[src/rtl/pwr_gate_pkg.sv]
package pwr_gate_pkg;
  typedef enum logic [2:0] {
    ST_ON, ST_PD_ISO, ST_PD_SW, ST_OFF, ST_PU_SW, ST_PU_ISO
  } seq_state_e;

  localparam logic [1:0] ADDR_CTRL = 2'd0;
  localparam logic [1:0] ADDR_PUP  = 2'd1;
  localparam logic [1:0] ADDR_PDN  = 2'd2;
  localparam logic [1:0] ADDR_STAT = 2'd3;
endpackage

[src/rtl/pwr_gate_regs.sv]
module pwr_gate_regs #(
  parameter int unsigned DW     = 32,
  parameter int unsigned DLY_W  = 6,
  parameter int unsigned HI_LSB = 8
) (
  input  logic             clk_i,
  input  logic             rst_ni,
  input  logic             valid_i,
  input  logic             write_i,
  input  logic [1:0]       addr_i,
  input  logic [DW-1:0]    wdata_i,
  output logic [DW-1:0]    rdata_o,
  input  logic             stat_set_i,
  input  logic             stat_clr_i,
  output logic             pwr_en_o,
  output logic [DLY_W-1:0] sw_dly_o,
  output logic [DLY_W-1:0] sw2iso_dly_o,
  output logic [DLY_W-1:0] iso_dly_o,
  output logic [DLY_W-1:0] iso2sw_dly_o
);
  import pwr_gate_pkg::*;

  logic wr;
  logic stat_q;
  assign wr = valid_i && write_i;

  always_ff @(posedge clk_i or negedge rst_ni) begin
    if (!rst_ni) begin
      pwr_en_o     <= 1'b0;
      sw_dly_o     <= '0;
      sw2iso_dly_o <= '0;
      iso_dly_o    <= '0;
      iso2sw_dly_o <= '0;
    end else if (wr) begin
      unique case (addr_i)
        ADDR_CTRL: pwr_en_o <= wdata_i[0];
        ADDR_PUP: begin
          sw_dly_o     <= wdata_i[DLY_W-1:0];
          sw2iso_dly_o <= wdata_i[HI_LSB +: DLY_W];
        end
        ADDR_PDN: begin
          iso_dly_o    <= wdata_i[DLY_W-1:0];
          iso2sw_dly_o <= wdata_i[HI_LSB +: DLY_W];
        end
        default: ;
      endcase
    end
  end

  // status is read-only; set by completed power-down, cleared by refused one
  always_ff @(posedge clk_i or negedge rst_ni) begin
    if (!rst_ni)         stat_q <= 1'b0;
    else if (stat_set_i) stat_q <= 1'b1;
    else if (stat_clr_i) stat_q <= 1'b0;
  end

  always_comb begin
    rdata_o = '0;
    unique case (addr_i)
      ADDR_CTRL: rdata_o[0] = pwr_en_o;
      ADDR_PUP: begin
        rdata_o[DLY_W-1:0]        = sw_dly_o;
        rdata_o[HI_LSB +: DLY_W]  = sw2iso_dly_o;
      end
      ADDR_PDN: begin
        rdata_o[DLY_W-1:0]        = iso_dly_o;
        rdata_o[HI_LSB +: DLY_W]  = iso2sw_dly_o;
      end
      default: rdata_o[0] = stat_q;
    endcase
  end
endmodule

[src/rtl/pwr_gate_seq.sv]
module pwr_gate_seq #(
  parameter int unsigned DLY_W = 6
) (
  input  logic             clk_i,
  input  logic             rst_ni,
  input  logic             pdn_req_i,
  input  logic             pup_req_i,
  input  logic             pwr_en_i,
  input  logic [DLY_W-1:0] sw_dly_i,
  input  logic [DLY_W-1:0] sw2iso_dly_i,
  input  logic [DLY_W-1:0] iso_dly_i,
  input  logic [DLY_W-1:0] iso2sw_dly_i,
  output logic             iso_o,
  output logic             sw_o,
  output logic             busy_o,
  output logic             stat_set_o,
  output logic             stat_clr_o
);
  import pwr_gate_pkg::*;

  seq_state_e       state_q;
  logic [DLY_W-1:0] cnt_q;
  logic             cnt_done;

  assign cnt_done   = (cnt_q == '0);
  assign busy_o     = (state_q != ST_ON) && (state_q != ST_OFF);
  assign stat_set_o = (state_q == ST_PD_SW) && cnt_done;
  assign stat_clr_o = (state_q == ST_ON) && pdn_req_i && !pwr_en_i;

  always_ff @(posedge clk_i or negedge rst_ni) begin
    if (!rst_ni) begin
      state_q <= ST_ON;
      cnt_q   <= '0;
      iso_o   <= 1'b0;
      sw_o    <= 1'b1;
    end else begin
      unique case (state_q)
        ST_ON: if (pdn_req_i && pwr_en_i) begin
          // enable is consulted only here
          state_q <= ST_PD_ISO;
          cnt_q   <= iso_dly_i;
        end
        ST_PD_ISO:
          if (cnt_done) begin
            iso_o   <= 1'b1;
            state_q <= ST_PD_SW;
            cnt_q   <= iso2sw_dly_i;
          end else cnt_q <= cnt_q - 1'b1;
        ST_PD_SW:
          if (cnt_done) begin
            sw_o    <= 1'b0;
            state_q <= ST_OFF;
          end else cnt_q <= cnt_q - 1'b1;
        ST_OFF: if (pup_req_i) begin
          state_q <= ST_PU_SW;
          cnt_q   <= sw_dly_i;
        end
        ST_PU_SW:
          if (cnt_done) begin
            sw_o    <= 1'b1;
            state_q <= ST_PU_ISO;
            cnt_q   <= sw2iso_dly_i;
          end else cnt_q <= cnt_q - 1'b1;
        ST_PU_ISO:
          if (cnt_done) begin
            iso_o   <= 1'b0;
            state_q <= ST_ON;
          end else cnt_q <= cnt_q - 1'b1;
        default: state_q <= ST_ON;
      endcase
    end
  end
endmodule

[src/rtl/pwr_gate_ctrl.sv]
module pwr_gate_ctrl #(
  parameter int unsigned DW     = 32,
  parameter int unsigned DLY_W  = 6,
  parameter int unsigned HI_LSB = 8
) (
  input  logic          clk_i,
  input  logic          rst_ni,
  input  logic          reg_valid_i,
  input  logic          reg_write_i,
  input  logic [1:0]    reg_addr_i,
  input  logic [DW-1:0] reg_wdata_i,
  output logic [DW-1:0] reg_rdata_o,
  input  logic          pdn_req_i,
  input  logic          pup_req_i,
  output logic          iso_en_o,
  output logic          pwr_sw_o,
  output logic          busy_o
);
  logic             pwr_en, stat_set, stat_clr;
  logic [DLY_W-1:0] sw_dly, sw2iso_dly, iso_dly, iso2sw_dly;

  pwr_gate_regs #(.DW(DW), .DLY_W(DLY_W), .HI_LSB(HI_LSB)) u_regs (
    .clk_i, .rst_ni,
    .valid_i(reg_valid_i), .write_i(reg_write_i), .addr_i(reg_addr_i),
    .wdata_i(reg_wdata_i), .rdata_o(reg_rdata_o),
    .stat_set_i(stat_set), .stat_clr_i(stat_clr),
    .pwr_en_o(pwr_en), .sw_dly_o(sw_dly), .sw2iso_dly_o(sw2iso_dly),
    .iso_dly_o(iso_dly), .iso2sw_dly_o(iso2sw_dly)
  );

  pwr_gate_seq #(.DLY_W(DLY_W)) u_seq (
    .clk_i, .rst_ni,
    .pdn_req_i, .pup_req_i, .pwr_en_i(pwr_en),
    .sw_dly_i(sw_dly), .sw2iso_dly_i(sw2iso_dly),
    .iso_dly_i(iso_dly), .iso2sw_dly_i(iso2sw_dly),
    .iso_o(iso_en_o), .sw_o(pwr_sw_o), .busy_o(busy_o),
    .stat_set_o(stat_set), .stat_clr_o(stat_clr)
  );
endmodule

[config.mk]
export PLATFORM = sky130hd
export DESIGN_NAME = pwr_gate_ctrl
export DESIGN_NICKNAME = d
export VERILOG_FILES = /design/src/rtl/pwr_gate_pkg.sv /design/src/rtl/pwr_gate_regs.sv /design/src/rtl/pwr_gate_seq.sv /design/src/rtl/pwr_gate_ctrl.sv
export SDC_FILE = /design/constraint.sdc
export NUM_CORES = 1
export LEC_CHECK = 0
export ABC_AREA = 1
export CORE_UTILIZATION = 47
export DETAILED_ROUTE_END_ITERATION = 12
export PLACE_DENSITY = 0.81
export SLEW_MARGIN = 20
export SYNTH_ARGS = -nofsm -noshare
export SYNTH_HDL_FRONTEND = slang
export SYNTH_SLANG_ARGS = --single-unit
[constraint.sdc]
create_clock -name clk_i -period 2.1 [get_ports clk_i]
set_input_delay 0.21 -clock clk_i [delete_from_list [all_inputs] [get_ports clk_i]]
set_output_delay 0.21 -clock clk_i [all_outputs]
set_load 0.005 [all_outputs]
==> flow_metrics.env <==
export IMPL_grtUsageTotal=0.218
export IMPL_synthAdderAreaFrac=0.0267
export IMPL_grt_pass1_wl_um=8820
export IMPL_status="finished clean"
export IMPL_core_area_um2=4750
export IMPL_yosysTopAreaCell="dfrtp_1"
export IMPL_cts_hold_buf=0
export IMPL_power_density_cell_area_nw_per_um2=1120
export IMPL_grt_pass1_vias=1967
export IMPL_cts_setup_buffers=0
export IMPL_crit_path_end_kind="primary output"
export IMPL_place_ws_ps=-62.5
export IMPL_synth_edf_count=0
export IMPL_initialDrtViolationCount=130
export IMPL_post_dp_hpwl_um=3730
export IMPL_holdWs_ps=331
export IMPL_switching_share=0.445
export IMPL_final_area_um2=2820
export IMPL_fill_cells=448
export IMPL_cts_sinks=37
export IMPL_startpoint_type="primary input"
export IMPL_ys_types=25
export IMPL_drive_gt1_frac=0.0853
export IMPL_cp_data_required_time_ps=1890
export IMPL_routabilityCongestion=0.864
export IMPL_synth_most_common_cell="nand2_1"
export IMPL_antenna_found_initial=0
export IMPL_p_sw_mw=1.41
export IMPL_portBuffers=34
export IMPL_internal_power_mw=1.76
export IMPL_wl_met3_um=284
export IMPL_syn_area_per_cell_um2=6.97
export IMPL_synth_top_family_by_area="simple AND/OR/NAND/NOR gates"
export IMPL_finalWirelength_um=5200
export IMPL_pwr_share_clk=0.154
export IMPL_die_w_um=72.6
export IMPL_cts_root_buf="clkbuf_8"
export IMPL_clockBufferDepth=2
export IMPL_regArea_um2=927
export IMPL_skew_ps=7.00
export IMPL_vdd_drop_max_v=0.000527
export IMPL_dpl_cell_area_um2=2710
export IMPL_fmax_ghz=0.522
export IMPL_maxSlewViolCount=0
export IMPL_synth_seq_cells=37
export IMPL_yosysSeqAreaShare=0.396
export IMPL_yosysWarningCount=0
export IMPL_diodes=0
export IMPL_area_growth_syn_to_layout_pct=20.4
export IMPL_wl_met2_um=2490
export IMPL_hp_class="primary input to async pin"
export IMPL_synth_top_area_frac=0.385
export IMPL_grt_max_degree=38
export IMPL_setup_viol=0
export IMPL_drtAntennaViolNets=0
export IMPL_vias=2143
export IMPL_synthTopCellsByArea="dfrtp_1, nand2_1, o21ai_0"
export IMPL_async_reset_ff_frac=1.00
export IMPL_pwr_share_seq=0.354
export IMPL_clk_latency_ps=300
export IMPL_clkSlewWorstSetupHoldPaths_ps=80
export IMPL_ff2ff_path_depth=9
export IMPL_top_layer="met4"
export IMPL_max_cap_violations=0
export IMPL_io_pins=75
export IMPL_drcViolationCount=0
export IMPL_wl_per_cell_um=11.8
export IMPL_htree_levels=2
export IMPL_dieArea_um2=5270
export IMPL_setup_tns_ps=0
export IMPL_die_height_um=72.6
export IMPL_cts_tree="done"
export IMPL_rsz0062_at_grt="no"
export IMPL_crit_fanout=5
export IMPL_multi_input_area_um2=1170
export IMPL_post_route_period_util=0.913
export IMPL_synth_compound_area_frac=0.124
export IMPL_hold_viol_final=0
export IMPL_power_frac_comb=0.492
export IMPL_critPathKind="primary input to primary output"
export IMPL_synth_simple_area_share=0.304
export IMPL_p_leak_nw=1.39
export IMPL_synthFlopType="dfrtp_1"
export IMPL_min_period_ps=1920
export IMPL_firstDrtPassIters=4
export IMPL_synth_xor_area_share=0.00374
export IMPL_fin_total_pwr_mw=3.17
export IMPL_setup_ws_ps=183
export IMPL_vias_per_cell=4.85
export IMPL_syn_cell_area_um2=2340
export IMPL_syn_inst=336
export IMPL_synth_common_cells="nand2_1, dfrtp_1, o21ai_0"
export IMPL_cp_arrival_ps=1710
export IMPL_synth_area_mux_share=0
export IMPL_num_rows=25
export IMPL_grt_ovfl_total=0
export IMPL_nNetsFinal=419
export IMPL_start_util=0.493
export IMPL_wl_met1_um=2350
export IMPL_cts_buffers_inserted=5
==> placed cells by master, fill, tap and decap left out, types with 2 or more instances in the layout <==
cell type	n
inv_1	30
ha_1	3
buf_12	2
inv_2	7
o21ai_1	4
clkdlybuf4s50_1	32
nor2_4	2
conb_1	20
nand3_2	2
nand3_1	21
dfrtp_1	36
dlygate4sd2_1	2
buf_4	4
a21oi_1	11
nor2_1	30
clkinv_2	2
clkbuf_8	5
nand3b_1	2
a21boi_0	3
o21ai_0	34
nand2_1	110
a21oi_2	2
==> routing by layer <==
metal  up-vias  track usage
li1       1091            -
met1       967        0.276
met2        76        0.363
met3         9       0.0470
met4         0       0.0850
met5         -            0
==> state kept, by name (all words and copies together) (netlist names) <==
name                 count
u_regs.sw_dly_o          6
u_seq.iso_o              1
u_regs.iso_dly_o         6
u_regs.stat_q            1
u_seq.sw_o               1
u_seq.state_q            3
u_regs.iso2sw_dly_o      6
u_seq.cnt_q              6
u_regs.sw2iso_dly_o      6
u_regs.pwr_en_o          1
==> worst paths after layout <==
check | from | end | slack (ps)
max | reg_addr_i[0] | reg_rdata_o[13] | 180
min | rst_ni | u_seq.cnt_q[0]$_DFFE_PN0P_ | 330
max reg2reg | u_seq.cnt_q[0]$_DFFE_PN0P_ | u_seq.cnt_q[1]$_DFFE_PN0P_ | 310
min reg2reg | u_seq.sw_o$_DFFE_PN1P_ | u_seq.sw_o$_DFFE_PN1P_ | 470
max in group asynchronous | rst_ni | u_seq.sw_o$_DFFE_PN1P_ | 1420
min in group clk_i | u_seq.sw_o$_DFFE_PN1P_ | u_seq.sw_o$_DFFE_PN1P_ | 470
==> what timing repair did <==
action,4_1_cts,5_1_grt
endpoints found under the hold margin,0,0
setup endpoints to repair,12,0
gates resized for setup,8,0
==> per-stage QoR <==
| stage | util | cells |
|---|---|---|
| detailed placement | 0.571 | 433 |
| global placement | 0.571 | 433 |
| finish | 0.593 | 442 |
| CTS | 0.593 | 442 |
| global route | 0.593 | 442 |
| floorplan | - | 355 |
==> critical path, stage by stage <==
cell	delay, ps
dlygate4sd2_1	260
inv_2	70
ha_4	290
clkinvlp_2	190
a21oi_1	170
clkdlybuf4s50_1	520
==> layout make-up <==
class | count | area share
clock inverter | 2 | 0.00355
tap | 67 | 0.0297
timing repair buffer | 40 | 0.145
timing repair inverter | 1 | 0.00177
multi-input combinational | 251 | 0.414
clock buffer | 6 | 0.0257
inverter | 38 | 0.0519
sequential | 37 | 0.329
==> cell families (layout without fill, tap and decap cells) <==
family          count (synthesis)  count (layout)
buf+inv                        67              87
compound gates                 55              55
fa+ha+maj                       5               5
other cells                     1              20
xor+xnor                        1               1
simple gates                  170             170
flops                          37              37
==> power groups by stage <==
stage          combinational, mW  clock [mW]  sequential, mW
2_1_floorplan               1.22           0            1.07
3_3_place_gp                1.50           0            1.12
3_5_place_dp                1.54           0            1.13
4_1_cts                     1.56       0.492            1.12
5_1_grt                     1.80       0.528            1.15
6_report                    1.56       0.489            1.12
(Power assumes the default switching activity.)
